`src/rtl/lpm_ctrl.sv`:
```
module lpm_ctrl #(
  parameter int NX       = 2,
  parameter int RST_CYC  = 24,
  parameter int WAKE_CYC = 64
) (
  input  logic          clk,
  input  logic          por_n,
  input  logic          rst_pin,
  input  logic          idle_req,
  input  logic          pd_req,
  input  logic          irq_pend,
  input  logic [NX-1:0] xint_n,
  input  logic [NX-1:0] xint_en,
  input  logic [NX-1:0] xint_lvl,
  input  logic          ext_code,
  output logic          core_clk_en,
  output logic          periph_clk_en,
  output logic          osc_en,
  output logic          rst_int,
  output logic          resume,
  output logic          idle_st,
  output logic          pd_st,
  output logic          ctl_force,
  output logic          ctl_level,
  output logic          p0_float,
  output logic          p2_latch
);
  localparam int RW = $clog2(RST_CYC + 1);
  localparam int WW = (WAKE_CYC > 1) ? $clog2(WAKE_CYC) : 1;

  typedef enum logic [2:0] {S_RUN, S_IDLE, S_PD, S_WARM, S_HOLD} st_t;

  st_t           st;
  logic [1:0]    rsync;
  logic [NX-1:0] xs1, xs2;
  logic [RW-1:0] rcnt;
  logic [WW-1:0] wcnt;

  logic rs, live, wake_lvl;
  assign rs       = rsync[1];
  assign live     = (st == S_RUN) || (st == S_IDLE) || (st == S_HOLD);
  assign wake_lvl = |(~xs2 & xint_en & xint_lvl);
  assign rst_int  = (rcnt == RW'(RST_CYC));

  always_ff @(posedge clk or negedge por_n) begin
    if (!por_n) begin
      rsync <= '0;
      xs1   <= '1;
      xs2   <= '1;
    end else begin
      rsync <= {rsync[0], rst_pin};
      xs1   <= xint_n;
      xs2   <= xs1;
    end
  end

  always_ff @(posedge clk or negedge por_n) begin
    if (!por_n)                     rcnt <= '0;
    else if (!rs)                   rcnt <= '0;
    else if (live && !rst_int)      rcnt <= rcnt + 1'b1;
  end

  always_ff @(posedge clk or negedge por_n) begin
    if (!por_n) begin
      st     <= S_RUN;
      wcnt   <= '0;
      resume <= 1'b0;
    end else begin
      resume <= 1'b0;
      if (rst_int) begin
        st <= S_RUN;
      end else begin
        unique case (st)
          S_RUN:  if (pd_req) st <= S_PD;
                  else if (idle_req) st <= S_IDLE;
          S_IDLE: if (irq_pend) begin
                    st     <= S_RUN;
                    resume <= 1'b1;
                  end
          S_PD:   if (rs || wake_lvl) begin
                    st   <= S_WARM;
                    wcnt <= '0;
                  end
          S_WARM: if (wcnt == WW'(WAKE_CYC - 1)) st <= rs ? S_RUN : S_HOLD;
                  else wcnt <= wcnt + 1'b1;
          S_HOLD: if (!wake_lvl) begin
                    st     <= S_RUN;
                    resume <= 1'b1;
                  end
          default: st <= S_RUN;
        endcase
      end
    end
  end

  assign idle_st       = (st == S_IDLE);
  assign pd_st         = (st == S_PD) || (st == S_WARM) || (st == S_HOLD);
  assign core_clk_en   = (st == S_RUN);
  assign periph_clk_en = (st == S_RUN) || (st == S_IDLE);
  assign osc_en        = (st != S_PD);
  assign ctl_force     = idle_st || pd_st;
  assign ctl_level     = idle_st;
  assign p0_float      = ext_code && ctl_force;
  assign p2_latch      = pd_st;
endmodule


```
`config.mk`:
```
export PLATFORM = sky130hd
export DESIGN_NAME = lpm_ctrl
export DESIGN_NICKNAME = d
export VERILOG_FILES = /design/src/rtl/lpm_ctrl.sv
export SDC_FILE = /design/constraint.sdc
export NUM_CORES = 1
export LEC_CHECK = 0
export BUFFER_PORTS_ARGS = -buffer_cell sky130_fd_sc_hd__buf_2
export CORE_AREA = 2 2 64 81
export DETAILED_ROUTE_END_ITERATION = 7
export DIE_AREA = 0 0 66 83
export PLACE_DENSITY_LB_ADDON = 0.1
export RECOVER_POWER = 25
export SLEW_MARGIN = 5
export SYNTH_ARGS = -nofsm -noshare
export SYNTH_HDL_FRONTEND = slang
export SYNTH_SLANG_ARGS = --single-unit
```
`constraint.sdc`:
```
create_clock -name clk -period 2.4 [get_ports clk]
set_input_delay 0.12 -clock clk [delete_from_list [all_inputs] [get_ports clk]]
set_output_delay 0.12 -clock clk [all_outputs]
set_load 0.005 [all_outputs]
```
### After elaboration in Yosys (flattened, before gate mapping)

Cells that the tools add are included.

* register bits: 21
* bits in latches: 0
* RAM bits: 0
* ROM bits: 0
* output and inout port bits: 11
* logic and storage cells: 60
* memories: 0

* $add $sub $neg: 2
* multipliers: 0
* div/mod/pow operators: 0
* order comparisons: 0
* equal/unequal tests: 15
* shift operators: 0
* muxes and demuxes: 18
* bitwise gates (word level): 4
* reductions and logical operators: 14

Operators by type and width (number)
* $mux 3: 8
* $pmux 3 s5: 1
* $mux 6: 2
* $ne 3x3->1 const B: 4
* $pmux 6 s2: 1
* $mux 5: 2
* $add 6x1->6 const B: 1
* $eq 3x2->1 const B: 2
* $eq 6x6->1 const B: 1
* $logic_or 1x1->1: 6
* $add 5x1->5 const B: 1
* $eq 5x5->1 const B: 1
* $reduce_and 5->1: 1
* $and 2x2->2: 2
* $ne 2x2->1 const B: 2
* $ne 4x3->1 const B: 1
* $reduce_and 4->1: 1
* $eq 3x1->1 const B: 1
* $eq 3x3->1 const B: 1
* $logic_not 3->1: 1
* $mux 1: 3
* $ne 3x2->1 const B: 1
* $logic_and 1x1->1: 2
* $ne 2x1->1 const B: 1
* 6 further kinds: 6

### Depth between registers and ports, before layout

* word-level depth: 8
* gate-level depth with buffers: 8
* gate-level depth less buffers: 7

### Worst setup path after synthesis

OpenSTA, ideal clock, no wires.

* path type: reg2reg
* start point: register rcnt[0]
* end point: register wcnt[5]
* arrival time: 1.665 ns
* required time: 2.331 ns
* setup slack: 0.666 ns
* stages on the path, launching flop included: 9
* buffers on the path: 1
* clock period less this slack: 1.734 ns
* cells stage by stage: dfrtp_1 inv_1 ha_1 and4b_1 buf_6 nor2_8 o211ai_4 or4_1 nand3_1

* longest elaborated chain between the ends: 3

Ends and longest elaborated chain
* start: declaration: RTL line 36 `logic [RW-1:0] rcnt;`
* start signal: assignment: RTL line 60 `else if (live && !rst_int) rcnt <= rcnt + 1'b1;`
* $eq 5x5->1: RTL line 43 `assign rst_int = (rcnt == RW'(RST_CYC));`
* net rst_int: RTL line 19 `output logic rst_int,`
* $not 1->1 (no line)
* $reduce_and 4->1 (no line)
* end signal: assignment: RTL line 85 `else wcnt <= wcnt + 1'b1;`
* end: declaration: RTL line 37 `logic [WW-1:0] wcnt;`

The timed path passes the listed nets, and every way through them passes these cells.
A chain may end at the register's enable or synchronous reset.

### Final worst setup path

* start point: register st[1]
* end point: output port p0_float

* longest elaborated chain between the ends: 5

Ends and longest elaborated chain
* start: declaration: RTL line 33 `st_t st;`
* start signal: assignment: RTL line 84 `S_WARM: if (wcnt == WW'(WAKE_CYC - 1)) st <= rs ? S_RUN : S_HOLD;`
* $eq 3x2->1: RTL line 97 `assign pd_st = (st == S_PD) || (st == S_WARM) || (st == S_HOLD);`
* $logic_or 1x1->1 (2 in series): RTL line 97
* $logic_or 1x1->1 (*): RTL line 101 `assign ctl_force = idle_st || pd_st;`
* $logic_and 1x1->1 (*): RTL line 103 `assign p0_float = ext_code && ctl_force;`
* end: declaration: RTL line 25 `output logic p0_float,`

Every way passes the cells marked *; elsewhere a longest branch is shown, timed or not.

==> impl_metrics.yaml <==
critical_path:
  cp.required_ns: 2.28
  biggest_cell_delay_along_the_critical_path_ns: 0.52
  cp_cell_sequence: "or2b_4 > o21ai_0 > or2_2 > and2_1 > buf_2"
  r2r_setup_slack_ns: 0.48
  critical_path_class: "flip-flop to output pin"
  cp-start-kind: "flip-flop"
  path_max_fanout: 11
  path_delay_family: "simple AND/OR/NAND/NOR gates"
  worstPathArrival_ns: 1.81
  cpMaxStageDelayCell: "sky130_fd_sc_hd__dfrtp_1"
  reg2reg_to: "wcnt[5]$_DFFE_PN0P_"
  r2r.worst_path.cells: 7
  timing.critical_path.buf_inv: 1
  cp-end-kind: "output pin"
  regToRegStartpoint: "rcnt[0]$_DFFE_PN0P_"
clock_network:
  cts.clk_slew.worst_paths_ns: 0.08
  clock_tree_from_tritoncts: "built"
  clk_root_buffer_cell: "sky130_fd_sc_hd__clkbuf_8"
  longest_clk_path_bufs: 2
  tritoncts.num_buffers: 3
  postCtsSetupBuffers: 0
  clk_sink_count: 21
  htree_num_levels: 1
  clock_insertion_delay_worst_skew_ns: 0.26
timing:
  worst_slew_pin_slew_ns: 1.19
  clock.fmax_ghz: 0.517
  final.setup_skew_ns: 0.00599
  maxSlewHeadroom: 0.208
  timing_hold_violations_final: 0
  report.final.slew_viol_count: 0
  finalSetupTns_ns: 0
  timing.final.crit_share: 0.806
  period_minus_slack_ns: 1.93
  final_critical_path_setup_slack_ns: 0.466
  rsz0062_at_grt: "no"
  setup_viol_count_final: 0
cells_and_area:
  layout_cells_sized_above_1: 0.279
  num-nets-final: 153
  antenna_cells_inserted: 0
  final.fill_count: 506
  postLayoutCoreUtil: 0.294
  synthToLayoutAreaGrowth_pct: 21.6
  register_area_um2: 531
  final-instance-count-excl-fill: 196
  final_design_area_no_fill_mm2: 0.00138
  final_cell_mix: "22 x sky130_fd_sc_hd__buf_2, 17 x sky130_fd_sc_hd__dfrtp_1, 16 x sky130_fd_sc_hd__nand2_1"
  multi_input_area_um2: 553
  most_common_library_cell_in_the_layout_ignoring_fill_and_taps: "sky130_fd_sc_hd__buf_2"
grt:
  global_route_usage_over_all_layers: 0.0923
  grt_pass1_wl_um: 3860
  grt_start_max_net_pins: 22
  remaining_overflow_grt: 0
  number_of_antenna_violations_at_the_first_check_in_global_routing: 0
  vias_in_the_first_global_route: 868
place:
  gpl.final_weighted_congestion: 0.709
  dpl_worst_slack_ns: 0.476
  placed_cell_area_mm2: 0.00130
  hpwl_um: 1700
  post-place-cells: 188
  placement.io_buffers: 23
floorplanning:
  die_height_um: 83
  effective_utilization_at_floorplan: 0.242
  floorplan.die.width_um: 66
  std_cell_core_area_mm2: 0.00469
  io_pins: 24
  placement_rows: 28
  die-area_mm2: 0.00548
power_and_ir_drop:
  netSwitchingFraction: 0.400
  share_seq_of_total_power: 0.390
  intPower_uw: 878
  power_density_mw_per_mm2: 1060
  p_comb_frac: 0.448
  p_clk_frac: 0.162
  irDropWorstVdd_mv: 0.251
  netSwitchingPower_uw: 586
  power.leakage_uw: 0.000612
logic_synthesis:
  synth_top_area_frac: 0.374
  synth_seq_area_share: 0.467
  synthesis.nets: 126
  synthesis.area_mm2: 0.00114
  synthFlopType: "sky130_fd_sc_hd__dfrtp_1"
  syn-mean-instance-area_um2: 10.3
  ys_top_cells_by_area: "sky130_fd_sc_hd__dfrtp_1 37%, sky130_fd_sc_hd__dfstp_2 9.3%, sky130_fd_sc_hd__nand2_1 5.3%"
  synth_edf_count: 0
  synth_cells: 110
  async_flop_share: 1.00
  count_of_unique_library_cells_instantiated_by_yosys: 37
  synth_top_cell_by_area: "sky130_fd_sc_hd__dfrtp_1"
  postSynthRegisterBits: 21
  synthesis.yosys.warnings: 0
detailed_routing:
  route.detailed.wl_per_inst_um: 11.5
  drtAntennaViolNets: 0
  first_iter_violations: 39
  router_iterations_before_antenna_repair: 3
  routed_via_count_divided_by_cell_count: 4.42
  wirelength_um: 2260
  drc: 0
  via_count: 867
min_path:
  worst_hold_path.endpoint: "resume$_DFF_PN0_"
  hold_start: "irq_pend"
  hold_path.class: "input pin to flip-flop"
  hold_crit_depth: 4
run:
  max-cap-violations: 0
outcome:
  outcome: "finished clean"
==> how the worst max path moves through the flow <==
| stage | start | endpoint | slack (ns) | depth (start not counted) |
|---|---|---|---|---|
| final | st[1]$_DFFE_PN0P_ | p0_float | 0.47 | 5 |
| after floorplan | rcnt[0]$_DFFE_PN0P_ | wcnt[5]$_DFFE_PN0P_ | 0.67 | 8 |
| after CTS | st[1]$_DFFE_PN0P_ | p0_float | 0.43 | 5 |
| after detailed placement | rcnt[0]$_DFFE_PN0P_ | wcnt[5]$_DFFE_PN0P_ | 0.48 | 7 |
| after global placement | rcnt[0]$_DFFE_PN0P_ | wcnt[5]$_DFFE_PN0P_ | 0.54 | 7 |
| after global routing | rcnt[0]$_DFFE_PN0P_ | wcnt[5]$_DFFE_PN0P_ | 0.32 | 7 |
==> through the flow <==
step | power, µW | hold slack, ns
after floorplan | 1050 | -0.176
after global placement | 1240 | 0.121
after detailed placement | 1250 | 0.107
after CTS | 1500 | 0.213
after global routing | 1610 | 0.242
final | 1460 | 0.221
==> sequential cells by signal, summed over array words and instances (netlist names) <==
name	count
wcnt	6
rcnt	5
st	3
rsync	2
xs1	2
xs2	2
resume	1
==> worst register-to-register path, stage by stage (launching register included) <==
cell                       delay [ns]
sky130_fd_sc_hd__dfrtp_1         0.37
sky130_fd_sc_hd__inv_1           0.07
sky130_fd_sc_hd__ha_1            0.19
sky130_fd_sc_hd__and4b_1         0.34
sky130_fd_sc_hd__nor2_8          0.17
sky130_fd_sc_hd__o211ai_4        0.12
sky130_fd_sc_hd__or4_1           0.48
sky130_fd_sc_hd__nand3_1         0.09
==> layer usage <==
layer	share of wire	global-route usage
met1	0.45	0.110
met2	0.47	0.152
met3	0.052	0.0163
met4	0.026	0.0557
met5	0	0
==> kinds of logic after synthesis <==
group           share of synthesized area
simple gates                        0.270
flops                               0.467
compound gates                      0.127
buf+inv                            0.0462
xor+xnor                           0.0308
mux                                0.0264
fa+ha+maj                          0.0330
==> cell usage after synthesis, drive strengths merged (2+ instances only) <==
cell type  instances
nand2             16
nor2               4
o21ai              4
ha                 3
clkbuf             3
dfrtp             17
inv                4
and2               5
mux2i              3
o221ai             2
o22ai              2
or2                2
nand2b             3
nand3b             3
and3               2
nand4              3
buf                3
nor3               5
xnor2              4
dfstp              4
nand3              5
==> power by group through the flow <==
stage / logic [µW] / registers [µW] / clock network, µW
3_5_place_dp: 664 / 582 / 0
3_3_place_gp: 661 / 578 / 0
5_1_grt: 758 / 592 / 260
6_report: 656 / 570 / 237
2_1_floorplan: 539 / 511 / 0
4_1_cts: 672 / 575 / 249
==> layout make-up <==
cell class | instances | share of cell area
Multi-Input combinational cell | 79 | 0.400
Clock buffer | 3 | 0.0299
Sequential cell | 21 | 0.384
Inverter | 4 | 0.0109
Clock inverter | 1 | 0.00362
Timing Repair Buffer | 28 | 0.117
Tap cell | 60 | 0.0543
==> repair_timing <==
action	CTS	global route
resized for setup	0	0
hold endpoints to repair	20	0
hold buffers	4	0
Note: power is estimated with default switching activity, not from simulation.
